$ cat config.mk
export PLATFORM = sky130hd
export DESIGN_NAME = wt_store_buf
export DESIGN_NICKNAME = d
export VERILOG_FILES = /design/src/rtl/sbuf_pkg.sv /design/src/rtl/sbuf_ctrl.sv /design/src/rtl/sbuf_store.sv /design/src/rtl/sbuf_match.sv /design/src/rtl/wt_store_buf.sv
export SDC_FILE = /design/constraint.sdc
export NUM_CORES = 1
export LEC_CHECK = 0
export BUFFER_PORTS_ARGS = -buffer_cell sky130_fd_sc_hd__buf_2
export CAP_MARGIN = 20
export CELL_PAD_IN_SITES_DETAIL_PLACEMENT = 1
export CELL_PAD_IN_SITES_GLOBAL_PLACEMENT = 1
export CORE_AREA = 2 2 218 220
export DETAILED_ROUTE_END_ITERATION = 16
export DIE_AREA = 0 0 220 222
export MAX_ROUTING_LAYER = met4
export PLACE_DENSITY = 0.66
export SETUP_SLACK_MARGIN = 0.5
export SLEW_MARGIN = 10
export SYNTH_ARGS = -nofsm -noshare
export SYNTH_HDL_FRONTEND = slang
export SYNTH_SLANG_ARGS = --single-unit
$ cat constraint.sdc
create_clock -name clk -period 2.96 [get_ports clk]
set_clock_uncertainty 0.1 [all_clocks]
set_input_delay 0 -clock clk [delete_from_list [all_inputs] [get_ports clk]]
set_output_delay 0 -clock clk [all_outputs]
set_load 0.01 [all_outputs]
$ cat src/rtl/sbuf_pkg.sv
// Shared definitions for the write-through store buffer.
// Assumes nothing beyond standard SystemVerilog.
package sbuf_pkg;
    // Operation decoded from {drain, store} for one clock edge
    typedef enum logic [1:0] {
        SB_IDLE = 2'b00,
        SB_PUSH = 2'b01,
        SB_POP  = 2'b10,
        SB_BOTH = 2'b11
    } sb_op_e;
endpackage

$ cat src/rtl/sbuf_ctrl.sv
// Occupancy and pointer control for the store buffer.
// Keeps write and read pointers plus a count. Derives full/empty, the
// processor-side ready and the accept/retire strobes.
// Assumes DEPTH >= 2.
module sbuf_ctrl
    import sbuf_pkg::*;
#(
    parameter int DEPTH = 4,
    localparam int PTR_W = $clog2(DEPTH),
    localparam int CNT_W = $clog2(DEPTH + 1)
) (
    input  logic             clk,
    input  logic             rst_n,
    input  logic             st_valid,
    input  logic             mem_ready,
    output logic             st_ready,
    output logic             mem_valid,
    output logic             full,
    output logic             empty,
    output logic             push,
    output logic             pop,
    output logic [PTR_W-1:0] wr_ptr,
    output logic [PTR_W-1:0] rd_ptr
);
    logic [CNT_W-1:0] count;
    sb_op_e           op;

    // Advance a pointer with wrap at DEPTH
    function automatic logic [PTR_W-1:0] bump(input logic [PTR_W-1:0] p);
        return (p == PTR_W'(DEPTH - 1)) ? '0 : p + 1'b1;
    endfunction

    // Flags, handshakes and the decoded operation
    always_comb begin
        full      = (count == CNT_W'(DEPTH));
        empty     = (count == '0);
        mem_valid = !empty;
        pop       = mem_valid && mem_ready;
        st_ready  = !full || mem_ready;
        push      = st_valid && st_ready;
        op        = sb_op_e'({pop, push});
    end

    // Pointer and count update
    always_ff @(posedge clk) begin
        if (!rst_n) begin
            wr_ptr <= '0;
            rd_ptr <= '0;
            count  <= '0;
        end else begin
            case (op)
                SB_PUSH: begin
                    wr_ptr <= bump(wr_ptr);
                    count  <= count + 1'b1;
                end
                SB_POP: begin
                    rd_ptr <= bump(rd_ptr);
                    count  <= count - 1'b1;
                end
                SB_BOTH: begin
                    wr_ptr <= bump(wr_ptr);
                    rd_ptr <= bump(rd_ptr);
                end
                default: ;
            endcase
        end
    end


    occ_both_chk: assert property (@(posedge clk) disable iff (!rst_n)
        (push && pop) |=> (count == $past(count)));


    full_hold_chk: assert property (@(posedge clk) disable iff (!rst_n)
        (full && !mem_ready) |=> full);


    drain_step_chk: assert property (@(posedge clk) disable iff (!rst_n)
        (pop && !push) |=> (count == $past(count) - 1'b1));
endmodule

$ cat src/rtl/sbuf_store.sv
// Entry storage for the store buffer.
// One slot per generate iteration. A slot is written at the write
// pointer on accept and marked free at the read pointer on retire. The
// oldest slot is presented at the drain port.
// Assumes the controller never writes a live slot unless it retires it
// on the same edge.
module sbuf_store #(
    parameter int ADDR_W = 32,
    parameter int DATA_W = 32,
    parameter int DEPTH  = 4,
    localparam int BE_W  = DATA_W / 8,
    localparam int PTR_W = $clog2(DEPTH)
) (
    input  logic              clk,
    input  logic              rst_n,
    input  logic              push,
    input  logic              pop,
    input  logic [PTR_W-1:0]  wr_ptr,
    input  logic [PTR_W-1:0]  rd_ptr,
    input  logic [ADDR_W-1:0] in_addr,
    input  logic [DATA_W-1:0] in_data,
    input  logic [BE_W-1:0]   in_be,
    output logic [DEPTH-1:0]  slot_vld,
    output logic [ADDR_W-1:0] slot_addr [DEPTH],
    output logic [DATA_W-1:0] slot_data [DEPTH],
    output logic [BE_W-1:0]   slot_be   [DEPTH],
    output logic [ADDR_W-1:0] head_addr,
    output logic [DATA_W-1:0] head_data,
    output logic [BE_W-1:0]   head_be
);
    for (genvar i = 0; i < DEPTH; i++) begin : g_slot
        logic wr_here;
        logic rd_here;
        assign wr_here = push && (wr_ptr == PTR_W'(i));
        assign rd_here = pop  && (rd_ptr == PTR_W'(i));

        // Slot occupancy: a write wins over a retire of the same slot
        always_ff @(posedge clk) begin
            if (!rst_n)       slot_vld[i] <= 1'b0;
            else if (wr_here) slot_vld[i] <= 1'b1;
            else if (rd_here) slot_vld[i] <= 1'b0;
        end

        // Slot payload capture
        always_ff @(posedge clk) begin
            if (wr_here) begin
                slot_addr[i] <= in_addr;
                slot_data[i] <= in_data;
                slot_be[i]   <= in_be;
            end
        end
    end

    // Oldest entry to the drain port
    always_comb begin
        head_addr = slot_addr[rd_ptr];
        head_data = slot_data[rd_ptr];
        head_be   = slot_be[rd_ptr];
    end


    slot_free_chk: assert property (@(posedge clk) disable iff (!rst_n)
        push |-> (!slot_vld[wr_ptr] || (pop && (rd_ptr == wr_ptr))));
endmodule

$ cat src/rtl/sbuf_match.sv
// Address-match forwarding for the store buffer.
// Compares every live slot with the lookup address in parallel. It then
// walks the slots from the newest (just behind the write pointer) toward
// the oldest and returns the first match.
// Purely combinational. Assumes slot_vld marks exactly the waiting entries.
module sbuf_match #(
    parameter int ADDR_W = 32,
    parameter int DATA_W = 32,
    parameter int DEPTH  = 4,
    localparam int BE_W  = DATA_W / 8,
    localparam int PTR_W = $clog2(DEPTH)
) (
    input  logic [ADDR_W-1:0] rd_addr,
    input  logic [PTR_W-1:0]  wr_ptr,
    input  logic [DEPTH-1:0]  slot_vld,
    input  logic [ADDR_W-1:0] slot_addr [DEPTH],
    input  logic [DATA_W-1:0] slot_data [DEPTH],
    input  logic [BE_W-1:0]   slot_be   [DEPTH],
    output logic              hit,
    output logic [DATA_W-1:0] hit_data,
    output logic [BE_W-1:0]   hit_be
);
    logic [DEPTH-1:0] slot_hit;

    for (genvar i = 0; i < DEPTH; i++) begin : g_cmp
        assign slot_hit[i] = slot_vld[i] && (slot_addr[i] == rd_addr);
    end

    // Newest-first priority pick among matching slots
    always_comb begin
        hit      = 1'b0;
        hit_data = '0;
        hit_be   = '0;
        for (int k = 0; k < DEPTH; k++) begin
            logic [PTR_W-1:0] sel;
            sel = PTR_W'((int'(wr_ptr) + DEPTH - 1 - k) % DEPTH);
            if (!hit && slot_hit[sel]) begin
                hit      = 1'b1;
                hit_data = slot_data[sel];
                hit_be   = slot_be[sel];
            end
        end
    end
endmodule

$ cat src/rtl/wt_store_buf.sv
// Write-through store buffer with read forwarding (top level).
// Accepts processor stores into an in-order queue, drains them to memory
// under valid/ready, stalls the processor when full unless a drain frees
// a slot on the same edge, and forwards the youngest matching entry to
// reads. Assumes word-granular addresses (full-address compare).
module wt_store_buf #(
    parameter int ADDR_W = 32,
    parameter int DATA_W = 32,
    parameter int DEPTH  = 4,
    localparam int BE_W  = DATA_W / 8,
    localparam int PTR_W = $clog2(DEPTH)
) (
    input  logic              clk,
    input  logic              rst_n,
    input  logic              st_valid,
    output logic              st_ready,
    input  logic [ADDR_W-1:0] st_addr,
    input  logic [DATA_W-1:0] st_data,
    input  logic [BE_W-1:0]   st_be,
    input  logic [ADDR_W-1:0] rd_addr,
    output logic              fwd_hit,
    output logic [DATA_W-1:0] fwd_data,
    output logic [BE_W-1:0]   fwd_be,
    output logic              mem_valid,
    input  logic              mem_ready,
    output logic [ADDR_W-1:0] mem_addr,
    output logic [DATA_W-1:0] mem_data,
    output logic [BE_W-1:0]   mem_be,
    output logic              full,
    output logic              empty
);
    logic             push;
    logic             pop;
    logic [PTR_W-1:0] wr_ptr;
    logic [PTR_W-1:0] rd_ptr;
    logic [DEPTH-1:0] slot_vld;
    logic [ADDR_W-1:0] slot_addr [DEPTH];
    logic [DATA_W-1:0] slot_data [DEPTH];
    logic [BE_W-1:0]   slot_be   [DEPTH];

    sbuf_ctrl #(.DEPTH(DEPTH)) u_ctrl (
        .clk       (clk),
        .rst_n     (rst_n),
        .st_valid  (st_valid),
        .mem_ready (mem_ready),
        .st_ready  (st_ready),
        .mem_valid (mem_valid),
        .full      (full),
        .empty     (empty),
        .push      (push),
        .pop       (pop),
        .wr_ptr    (wr_ptr),
        .rd_ptr    (rd_ptr)
    );

    sbuf_store #(.ADDR_W(ADDR_W), .DATA_W(DATA_W), .DEPTH(DEPTH)) u_store (
        .clk       (clk),
        .rst_n     (rst_n),
        .push      (push),
        .pop       (pop),
        .wr_ptr    (wr_ptr),
        .rd_ptr    (rd_ptr),
        .in_addr   (st_addr),
        .in_data   (st_data),
        .in_be     (st_be),
        .slot_vld  (slot_vld),
        .slot_addr (slot_addr),
        .slot_data (slot_data),
        .slot_be   (slot_be),
        .head_addr (mem_addr),
        .head_data (mem_data),
        .head_be   (mem_be)
    );

    sbuf_match #(.ADDR_W(ADDR_W), .DATA_W(DATA_W), .DEPTH(DEPTH)) u_match (
        .rd_addr   (rd_addr),
        .wr_ptr    (wr_ptr),
        .slot_vld  (slot_vld),
        .slot_addr (slot_addr),
        .slot_data (slot_data),
        .slot_be   (slot_be),
        .hit       (fwd_hit),
        .hit_data  (fwd_data),
        .hit_be    (fwd_be)
    );


    drain_hold_chk: assert property (@(posedge clk) disable iff (!rst_n)
        (mem_valid && !mem_ready) |=> (mem_valid && $stable(mem_addr)
                                       && $stable(mem_data) && $stable(mem_be)));


    fwd_live_chk: assert property (@(posedge clk) disable iff (!rst_n)
        fwd_hit |-> !empty);


    full_pass_chk: assert property (@(posedge clk) disable iff (!rst_n)
        (full && mem_ready) |-> st_ready);


    reset_state_chk: assert property (@(posedge clk)
        !rst_n |=> (empty && !full && !mem_valid));
endmodule

-- Word level (Yosys, flattened, before mapping)
Index checks and enable logic that the tools add are counted.
- mux-type cells: 64
- reductions and logical operators: 33
- $lt $le $gt $ge: 9
- bitwise operators: 5
- equality and inequality tests: 14
- add/subtract/negate cells: 9
- operators with widths (operator ; count):
    $mux W32 ; 16
    $bmux W32 S2 ; 6
    $eq A32 B32 Y1 ; 4
    $mux W4 ; 14
    $bmux W4 S2 ; 5
    $logic_and A1 B1 Y1 ; 17
    $mux W1 ; 16
    $ge A3 B3 Y1 const B ; 5
    $not A2 Y3 ; 5
    $eq A2 B2 Y1 const B ; 6
    $lt A2 B3 Y1 const B ; 4
    $reduce_bool A2 Y1 ; 5
    $bmux W1 S2 ; 4
    $add A2 B1 Y2 const B ; 3
    $eq A2 B1 Y1 const B ; 3
    $pmux W3 S2 ; 1
    $sub A2 B2 Y2 const B ; 3
    $logic_not A1 Y1 ; 5
    $logic_not A2 Y1 ; 2
    $mux W2 ; 2
    $reduce_or A2 Y1 ; 2
    $add A3 B1 Y3 const B ; 1
    $eq A3 B3 Y1 const B ; 1
    $logic_not A3 Y1 ; 1
    3 further kinds ; 3
- register bits: 283
- bits of input ports: 104

-- Logic depth before layout (Yosys ltp)
Gate-level depths: netlist of the first run.
- word-level depth: 14
- gate-level depth with buffers: 13
- gate-level depth less buffers: 10

-- Hierarchy
A second synthesis of the first run with hierarchy kept.
- cell total of the unflattened synthesis: 1011
- area, all modules: 15773.9 sq um
- modules (own cells, without submodules) (module ; sequential area each (sq um) ; cells an instance ; times used ; area each (sq um)):
    sbuf_store ; 8247.9 ; 379 ; 1 ; 10079.7
    sbuf_match ; 0.0 ; 585 ; 1 ; 5282.6
    sbuf_ctrl ; 140.1 ; 47 ; 1 ; 411.6

-- Worst setup path before layout of the first run
No wires, ideal clock.
- path kind: register to register
- start point: register u_ctrl.wr_ptr[0]
- end point: register u_store.slot_addr[100] in the netlist's numbering (enable)
- data required time: 2.425 ns
- library setup time: 0.435 ns
- path slack: -0.232 ns
- stages on the path, launching flop included: 6
- arrival time: 2.657 ns
- cells stage by stage: dfxtp_1 -> buf_2 -> inv_1 -> clkbuf_1 -> ha_1 -> and3_1
- cells in the longest elaborated chain, start to end: 2
- ends and longest elaborated chain (item ; RTL line ; source):
    start: declaration ; sbuf_ctrl.sv:22 ; output logic [PTR_W-1:0] wr_ptr,
    start signal: assignment ; sbuf_ctrl.sv:53 ; wr_ptr <= bump(wr_ptr);
    start signal: assignment ; sbuf_ctrl.sv:61 ; wr_ptr <= bump(wr_ptr);
    $logic_not A2 Y1 ; sbuf_store.sv:34 ; assign wr_here = push && (wr_ptr == PTR_W'(i));
    $logic_and A1 B1 Y1 ; sbuf_store.sv:34 ;
    net u_store.g_slot[0].wr_here ; sbuf_store.sv:32 ; logic wr_here;
    end signal: indexed assignment ; sbuf_store.sv:47 ; slot_addr[i] <= in_addr;
    end: declaration ; sbuf_store.sv:24 ; output logic [ADDR_W-1:0] slot_addr [DEPTH],
The timed path passes the listed nets, and every way through them passes these cells.
A chain may end at the register's enable or synchronous reset.

-- Worst setup path after layout of the first run
- start point: register u_store.slot_addr[25] in the netlist's numbering
- end point: output port fwd_data[19]
- cells in the longest elaborated chain, start to end: 14
- elaborated cells between the ends (all ways): 23
- classes of those cells: eq/ne (1); mux (15); reduce/logical (7)
- ends and longest elaborated chain (item ; RTL line ; source):
    $eq A32 B32 Y1 (*) ; sbuf_match.sv:26 ; assign slot_hit[i] = slot_vld[i] && (slot_addr[i] == rd_addr);
    $logic_and A1 B1 Y1 (*) ; sbuf_match.sv:26 ;
    $bmux W1 S2 ; sbuf_match.sv:37 ; if (!hit && slot_hit[sel]) begin
    $mux W1 (implied by the code) ; sbuf_match.sv:37 ;
    $mux W1 ; sbuf_match.sv:37 ;
    $logic_not A1 Y1 ; sbuf_match.sv:37 ;
    $logic_and A1 B1 Y1 ; sbuf_match.sv:37 ;
    $mux W1 ; sbuf_match.sv:37 ;
    $logic_not A1 Y1 ; sbuf_match.sv:37 ;
    $logic_and A1 B1 Y1 ; sbuf_match.sv:37 ;
    $mux W1 ; sbuf_match.sv:37 ;
    $logic_not A1 Y1 ; sbuf_match.sv:37 ;
    $logic_and A1 B1 Y1 ; sbuf_match.sv:37 ;
    $mux W32 (*) ; sbuf_match.sv:37 ;
    end: declaration ; wt_store_buf.sv:22 ; output logic [DATA_W-1:0] fwd_data,
Every way passes the cells marked *; elsewhere a longest branch is shown, timed or not. The select of a mux whose other input is x is not followed.

==> results of run 1 <==
==> routing by layer <==
metal  global-route usage  vias up
li1                     -     5371
met1               0.2741     6186
met2               0.3763      408
met3              0.04746       97
met4              0.07015        0
met5                    -        -
==> final timing paths <==
check / startpoint / endpoint / slack [ns]
max: u_store.slot_addr[25] / fwd_data[19] / -0.64
min: st_data[11] / u_store.slot_data[75] / 0.11
max reg2reg: u_ctrl.wr_ptr[0] / u_store.slot_data[12] / 0.60
min reg2reg: u_ctrl.count[2] / u_ctrl.count[2] / 0.41
==> logic make-up (layout without fill, tap and decap cells) <==
family | count (synthesis) | after routing
DFF | 283 | 283
adders and majority gates | 10 | 10
buffers and inverters | 125 | 477
AOI/OAI and AO/OA | 201 | 201
other | 0 | 10
xor gates and xnor gates | 127 | 127
muxes | 212 | 212
and+or+nand+nor | 237 | 238
==> timing repair <==
item / 4_1_cts / 5_1_grt
gates resized for setup: 58 / 92
cloned: 4 / 5
hold buffers: 71 / 0
endpoints found under the setup margin: 70 / 37
endpoints found under the hold margin: 283 / 0
setup buffers: 8 / 8
pin swaps: 16 / 51
==> placed cells by master, fill, tap and decap left out, types with 23 or more instances in the layout <==
master | netlist | final
sky130_fd_sc_hd__mux4_2 | 68 | 68
sky130_fd_sc_hd__nor2_1 | 79 | 78
sky130_fd_sc_hd__inv_1 | 24 | 23
sky130_fd_sc_hd__clkbuf_16 | 0 | 40
sky130_fd_sc_hd__edfxtp_1 | 272 | 272
sky130_fd_sc_hd__nand4_1 | 27 | 27
sky130_fd_sc_hd__mux2i_1 | 80 | 80
sky130_fd_sc_hd__buf_2 | 17 | 205
sky130_fd_sc_hd__mux2_2 | 64 | 64
sky130_fd_sc_hd__buf_6 | 16 | 23
sky130_fd_sc_hd__nand2_1 | 60 | 57
sky130_fd_sc_hd__buf_4 | 3 | 66
sky130_fd_sc_hd__xnor2_1 | 110 | 92
sky130_fd_sc_hd__o21ai_0 | 40 | 33
sky130_fd_sc_hd__dlygate4sd3_1 | 0 | 71
==> power breakdown <==
part	internal, mW	total [mW]	switching [mW]	leakage (nW)
clock	2.37	4.06	1.69	0.524
combinational	1.76	3.91	2.15	4.36
sequential	4.69	4.93	0.240	2.59
total	8.82	12.9	4.08	7.47
==> area by class of cell <==
cell class	count	area, um^2
Antenna cell	10	25.02
Inverter	26	97.59
Clock buffer	42	954.7
Timing Repair Buffer	389	3004
Fill cell	4693	25070
Multi-Input combinational cell	788	7838
Clock inverter	20	112.6
Sequential cell	283	8399
Tap cell	607	759.5
==> sequential cells by signal, indices dropped and copies added, names as in the netlist <==
| register | flops |
|---|---|
| u_ctrl.rd_ptr | 2 |
| u_ctrl.count | 3 |
| u_store.slot_addr | 128 |
| u_store.slot_be | 16 |
| u_store.slot_data | 128 |
| u_store.slot_vld | 4 |
| u_ctrl.wr_ptr | 2 |
==> per-stage QoR <==
stage                     instances  hold slack, ns  utilization  instance area (um^2)  setup TNS, ns
after floorplan                1195       -0.001131            -                 16140              0
after global placement         1997          0.1101       0.3955                 18300        -0.6587
after detailed placement       1997          0.1174       0.3955                 18300         -3.213
after CTS                      2142         0.08055       0.4440                 20540         -19.92
after global routing           2165          0.1064       0.4581                 21190         -26.96
final                          2165          0.1105       0.4581                 21190         -20.52
==> worst max-delay path: stages, from the launching register on <==
cell and delay [ns]:
sky130_fd_sc_hd__edfxtp_1 0.43, sky130_fd_sc_hd__xnor2_2 0.17, sky130_fd_sc_hd__nand4_1 0.14, sky130_fd_sc_hd__buf_4 0.16
sky130_fd_sc_hd__nor4_4 0.37, sky130_fd_sc_hd__nand3_2 0.22, sky130_fd_sc_hd__buf_6 0.17, sky130_fd_sc_hd__and4_4 0.17
sky130_fd_sc_hd__o21a_4 0.23, sky130_fd_sc_hd__buf_12 0.16, sky130_fd_sc_hd__a221o_1 0.33, sky130_fd_sc_hd__a32o_1 0.26
sky130_fd_sc_hd__buf_2 0.15
==> summary.json, run 1 <==
{
  "slew-limit-headroom": {"value": 0.5537},
  "overflow": {"value": 0},
  "routed.top_layer": {"value": "met4"},
  "synth_seq_area_share": {"value": 0.5198},
  "cts_tree": {"value": "done"},
  "netlist.area_leader.share": {"value": 0.5061},
  "synthesis.yosys.warnings": {"value": 0},
  "post_layout_worst_setup_margin": {"value": -0.6404, "unit": "ns"},
  "failed_checks": {"value": "negative setup slack"},
  "vias": {"value": 12060},
  "kind_of_end_point_of_the_critical_path": {"value": "primary output"},
  "final_layout_size_suffix_gt1_frac": {"value": 0.4018},
  "drt_drc_violations_left": {"value": 0},
  "clock_tree.root_cell": {"value": "sky130_fd_sc_hd__clkbuf_16"},
  "worstHoldPathType": {"value": "in -> reg"},
  "synth_simple_gate_area_frac": {"value": 0.07334},
  "synth_area_per_cell": {"value": 13.50, "unit": "um^2"},
  "synth-edff-count": {"value": 272},
  "hold_path_depth": {"value": 2},
  "max-clock-path-buffers": {"value": 3},
  "clk_transition_reported_paths": {"value": 0.05, "unit": "ns"},
  "synth-xor-area-share": {"value": 0.07079},
  "post_synth_fa_ha_maj_area_fraction": {"value": 0.008218},
  "first_pass_iters": {"value": 5},
  "synth_largest_area_cell": {"value": "sky130_fd_sc_hd__edfxtp_1"},
  "routed-wl-met3": {"value": 3.612, "unit": "mm"},
  "cts_buffers": {"value": 35},
  "postRouteWirelength": {"value": 55.39, "unit": "mm"},
  "yosys_most_used_dff": {"value": "sky130_fd_sc_hd__edfxtp_1"},
  "synth_async_sr_flop_share": {"value": 0},
  "cell_types_with_the_highest_counts_after_synthesis": {"value": "sky130_fd_sc_hd__edfxtp_1, sky130_fd_sc_hd__xnor2_1, sky130_fd_sc_hd__mux2i_1"},
  "maxCapViolCount": {"value": 0},
  "place_ws": {"value": -0.1605, "unit": "ns"},
  "initial_core_util": {"value": 0.3489},
  "met2_routed_length": {"value": 27.78, "unit": "mm"},
  "num-nets-final": {"value": 1637},
  "grt_max_degree": {"value": 55},
  "worst_r2r_path_depth": {"value": 4},
  "post-dp-hpwl": {"value": 35.84, "unit": "mm"},
  "max_slew.worst_pin.slew": {"value": 0.6695, "unit": "ns"},
  "syn-cell-area": {"value": 16140, "unit": "um^2"},
  "numPortBuffers": {"value": 212},
  "grt_use_total": {"value": 0.2261},
  "synth_top_area_cells": {"value": "sky130_fd_sc_hd__edfxtp_1, sky130_fd_sc_hd__mux4_2, sky130_fd_sc_hd__xnor2_1, sky130_fd_sc_hd__mux2i_1, sky130_fd_sc_hd__mux2_2"},
  "report.final.slew_viol_count": {"value": 0},
  "arrival": {"value": 3.50, "unit": "ns"},
  "netlist_instances": {"value": 1195},
  "cts.htree.levels": {"value": 2},
  "pin_count": {"value": 213},
  "synth_compound_area_frac": {"value": 0.09940},
  "setup_viol": {"value": 36},
  "period_minus_slack": {"value": 3.600, "unit": "ns"},
  "dieHeight": {"value": 222, "unit": "um"},
  "post_synth_num_cell_types": {"value": 71},
  "route.detailed.wl_per_inst": {"value": 25.58, "unit": "um"},
  "pwr_cell_area": {"value": 608.6, "unit": "nW/um^2"},
  "drt.antenna.violating_nets": {"value": 0},
  "clock_sink_count": {"value": 283},
  "synth.most_common_cell": {"value": "sky130_fd_sc_hd__edfxtp_1"},
  "rsz0062_at_grt": {"value": "yes"},
  "dieArea": {"value": 48840, "unit": "um^2"},
  "worstSetupStartpointType": {"value": "flip-flop"},
  "worst_skew_pair.late_latency": {"value": 0.54, "unit": "ns"},
  "grt_pass1_wl": {"value": 80.02, "unit": "mm"},
  "hold_viol_final": {"value": 0},
  "synthToLayoutAreaGrowth": {"value": 31.31, "unit": "%"},
  "rows": {"value": 79},
  "core_area": {"value": 46260, "unit": "um^2"},
  "finalCritPeriodShare": {"value": 1.216},
  "largest_family_of_logic_cells_by_synthesized_area": {"value": "multiplexers"},
  "critPathMaxFanout": {"value": 17},
  "die-width": {"value": 220, "unit": "um"},
  "synth.ff_latch_count": {"value": 283},
  "status": {"value": "complete, but fails checks"},
  "ir_worst_vdd": {"value": 0.4894, "unit": "mV"},
  "critPathRequiredTime": {"value": 2.86, "unit": "ns"},
  "achievable-frequency": {"value": 0.2777, "unit": "GHz"},
  "synth.net_count": {"value": 1309},
  "synth.area.mux_share": {"value": 0.1892},
  "design_power_total": {"value": 12.90, "unit": "mW"},
  "leakagePower": {"value": 7.469, "unit": "nW"},
  "detail_route.wirelength.met1": {"value": 22.54, "unit": "mm"},
  "initialDrtViolationCount": {"value": 696},
  "post_drt_via_cell_ratio": {"value": 5.571},
  "grt_pass1_vias": {"value": 12820},
  "number_of_antenna_violations_at_the_first_check_in_global_routing": {"value": 10},
  "gp_routability_congestion": {"value": 0.8473},
  "timing.setup.critical_path_class": {"value": "reg -> out"}
}
(Power assumes the default switching activity.)
==> run 2, diff against run 1 <==
- CORE_AREA: 2 2 218 220 -> 2 2 216 218
- DIE_AREA: 0 0 220 222 -> 0 0 218 220
- PLACE_DENSITY: 0.66 -> 0.65
- SYNTH_HIERARCHICAL: not set -> 1
==> run 2 against run 1 <==
  * The flow still finishes with violations (negative setup slack)
  * Sequential cell count unchanged
  * Clock power about the same
  * Area after synthesis down 2.3%
  * Critical path depth down 1
  * Clock-buffer cell count up 4
  * Largest cell class unchanged
  * Highest routed layer unchanged
==> summary.json, run 2 <==
{
  "hold_viol_final": {"value": 0},
  "grt_max_degree": {"value": 82},
  "pwr_cell_area": {"value": 715.3, "unit": "nW/um^2"},
  "first_pass_iters": {"value": 5},
  "synthToLayoutAreaGrowth": {"value": 27.14, "unit": "%"},
  "numPortBuffers": {"value": 212},
  "worstHoldPathType": {"value": "in -> reg"},
  "post_layout_worst_setup_margin": {"value": -0.7017, "unit": "ns"},
  "achievable-frequency": {"value": 0.2731, "unit": "GHz"},
  "rr_startpoint": {"value": "u_ctrl/count[1]"},
  "route.detailed.wl_per_inst": {"value": 24.54, "unit": "um"},
  "drt.antenna.violating_nets": {"value": 0},
  "mostFrequentLayoutCell": {"value": "sky130_fd_sc_hd__edfxtp_1"},
  "postRouteWirelength": {"value": 48.45, "unit": "mm"},
  "critPathMaxFanout": {"value": 24},
  "period_minus_slack": {"value": 3.662, "unit": "ns"},
  "max_slew.worst_pin.slew": {"value": 0.6684, "unit": "ns"},
  "initialDrtViolationCount": {"value": 627},
  "synth-edff-count": {"value": 272},
  "finalCritPeriodShare": {"value": 1.237},
  "maxCapViolCount": {"value": 0},
  "grt_pass1_wl": {"value": 73.49, "unit": "mm"},
  "synth.ff_latch_count": {"value": 283},
  "grt_use_total": {"value": 0.2101},
  "post_drt_via_cell_ratio": {"value": 5.554},
  "overflow": {"value": 0},
  "initial_core_util": {"value": 0.3439},
  "hold_path_depth": {"value": 2},
  "syn-cell-area": {"value": 15770, "unit": "um^2"},
  "timing.setup.tns": {"value": -22.95, "unit": "ns"},
  "rsz0062_at_grt": {"value": "yes"},
  "slew-limit-headroom": {"value": 0.5544},
  "post-dp-hpwl": {"value": 32.69, "unit": "mm"},
  "synth_async_sr_flop_share": {"value": 0},
  "worst_r2r_path_depth": {"value": 7},
  "rows": {"value": 79},
  "clk_transition_reported_paths": {"value": 0.06, "unit": "ns"},
  "netlist.area_leader.share": {"value": 0.5178},
  "worst_hold_startpoint": {"value": "st_addr[24]"},
  "cts_tree": {"value": "done"},
  "synth_largest_area_cell": {"value": "sky130_fd_sc_hd__edfxtp_1"},
  "netlist_instances": {"value": 1011},
  "vias": {"value": 10960},
  "clock_sink_count": {"value": 283},
  "synth_top_area_cells": {"value": "sky130_fd_sc_hd__edfxtp_1, sky130_fd_sc_hd__mux4_2, sky130_fd_sc_hd__xnor2_1, sky130_fd_sc_hd__mux2_2, sky130_fd_sc_hd__xor2_1"},
  "place_ws": {"value": -0.2871, "unit": "ns"},
  "drt_drc_violations_left": {"value": 0},
  "largestRegisters": {"value": "u_store/slot_addr (128), u_store/slot_data (128), u_store/slot_be (16)"},
  "number_of_antenna_violations_at_the_first_check_in_global_routing": {"value": 5},
  "gp_routability_congestion": {"value": 0.8204},
  "num-nets-final": {"value": 1448},
  "setup_viol": {"value": 36},
  "synth_seq_area_share": {"value": 0.5318},
  "grt_pass1_vias": {"value": 11710},
  "mostFrequentLayoutCells": {"value": "sky130_fd_sc_hd__edfxtp_1, sky130_fd_sc_hd__buf_2, sky130_fd_sc_hd__mux4_2"},
  "dieArea": {"value": 47960, "unit": "um^2"},
  "crit-reg2reg-capture": {"value": "u_ctrl/count[2]"},
  "critPathRequiredTime": {"value": 2.86, "unit": "ns"},
  "worst_skew_pair.late_latency": {"value": 0.53, "unit": "ns"},
  "core_area": {"value": 45860, "unit": "um^2"},
  "report.final.slew_viol_count": {"value": 0},
  "status": {"value": "complete, but fails checks"},
  "pin_count": {"value": 213},
  "ir_worst_vdd": {"value": 0.5050, "unit": "mV"},
  "synthesis.yosys.warnings": {"value": 6},
  "cts_buffers": {"value": 34},
  "rrSetupSlack": {"value": 0.78, "unit": "ns"},
  "synth.net_count": {"value": 1121},
  "timing.hold.worst_endpoint": {"value": "u_store/slot_addr[120]"},
  "synth.most_common_cell": {"value": "sky130_fd_sc_hd__edfxtp_1"},
  "cts.htree.levels": {"value": 2},
  "smallest_hold_slack": {"value": 0.1073, "unit": "ns"},
  "post_synth_num_cell_types": {"value": 78},
  "kind_of_end_point_of_the_critical_path": {"value": "primary output"},
  "synth_area_per_cell": {"value": 15.60, "unit": "um^2"},
  "dieHeight": {"value": 220, "unit": "um"},
  "postLayoutCoreUtil": {"value": 0.4373},
  "yosys_most_used_dff": {"value": "sky130_fd_sc_hd__edfxtp_1"},
  "clock_tree.root_cell": {"value": "sky130_fd_sc_hd__clkbuf_16"},
  "die-width": {"value": 218, "unit": "um"},
  "final_cell_count_no_fill": {"value": 1974},
  "failed_checks": {"value": "negative setup slack"},
  "arrival": {"value": 3.56, "unit": "ns"},
  "final_layout_size_suffix_gt1_frac": {"value": 0.4100},
  "max-clock-path-buffers": {"value": 3},
  "worstSetupStartpointType": {"value": "flip-flop"},
  "cell_types_with_the_highest_counts_after_synthesis": {"value": "sky130_fd_sc_hd__edfxtp_1, sky130_fd_sc_hd__mux4_2, sky130_fd_sc_hd__xnor2_1"},
  "placed_cells_incl_taps": {"value": 1834},
  "timing.setup.critical_path_class": {"value": "reg -> out"},
  "leakagePower": {"value": 6.842, "unit": "nW"}
}
==> run 2: cell count changes after synthesis, sizes merged, moves of 32 or more <==
cell    previous run  this run
a221oi            37         1
mux2i             80         2
nor2              79        13
mux4              68       137
nand3             14        46
o21ai             42         8
o211ai             0        35
==> run 2: cell families (layout without fill, tap and decap cells) <==
family / after synthesis / count (layout) / share of synthesized area
multiplexers: 173 / 173 / 0.2224
XOR/XNOR: 127 / 127 / 0.07052
adder cells (fa/ha/maj): 6 / 6 / 0.005235
AO/OA/AOI/OAI: 112 / 112 / 0.06036
buffers and inverters: 114 / 464 / 0.04236
flip-flops: 283 / 283 / 0.5318
other: 0 / 6 / 0
AND/OR/NAND/NOR: 196 / 196 / 0.06734
==> run 2: how the worst max path moves through the flow <==
stage	slack [ns]	from	cells past startpoint	endpoint
floorplan	-0.17	u_ctrl/count[2]	4	u_store/slot_addr[100]
detailed placement	-0.29	u_store/slot_addr[71]	11	fwd_be[3]
finish	-0.70	u_store/slot_addr[71]	11	fwd_be[3]
global route	-0.80	u_store/slot_addr[0]	11	fwd_data[29]
global placement	-0.27	u_store/slot_addr[71]	11	fwd_be[3]
CTS	-0.69	u_store/slot_addr[95]	10	fwd_be[3]
==> run 2: area by class of cell <==
cell class | count | area [um^2]
clock inverter | 13 | 143.9
tap | 607 | 759.5
inverter | 48 | 180.2
timing repair buffer | 357 | 2631
multi-input combinational | 614 | 7002
clock buffer | 46 | 917.1
sequential | 283 | 8406
antenna | 6 | 15.01
fill | 4650 | 25810
==> run 2: timing repair <==
action	in CTS	in global routing
gates cloned	0	0
resized for setup	27	9
hold buffers	72	0
endpoints found under the hold margin	283	0
endpoints found under the setup margin	37	38
pin swaps	10	3
setup buffers	3	0
==> run 2: routing by layer <==
metal	track usage	up-vias	share of wire
li1	-	4775	-
met1	0.2657	5737	0.41
met2	0.3479	383	0.50
met3	0.03823	69	0.061
met4	0.05692	0	0.022
met5	-	-	0
==> run 2: critical path, cell delays in order (launching register included) <==
cell and delay, ns:
sky130_fd_sc_hd__edfxtp_1 0.43, sky130_fd_sc_hd__xnor2_2 0.17, sky130_fd_sc_hd__buf_4 0.15, sky130_fd_sc_hd__nand4_1 0.18, sky130_fd_sc_hd__nor4_4 0.41, sky130_fd_sc_hd__buf_12 0.15
sky130_fd_sc_hd__and3_4 0.19, sky130_fd_sc_hd__nor4b_1 0.05, sky130_fd_sc_hd__o41a_2 0.54, sky130_fd_sc_hd__buf_12 0.20, sky130_fd_sc_hd__a221o_2 0.40, sky130_fd_sc_hd__buf_6 0.13
==> run 2: power by group <==
part           switching (mW)  leakage (nW)  internal [mW]
Clock                    1.63         0.510           2.43
Combinational            2.51          3.74           2.37
Sequential              0.408          2.59           4.99
==> run 2: through the flow <==
step	power (mW)	cell area, um^2
final	14.34	20050
after detailed placement	10.30	18010
after floorplan	8.636	15840
after global routing	15.04	20050
after CTS	14.55	19980
after global placement	10.22	18010
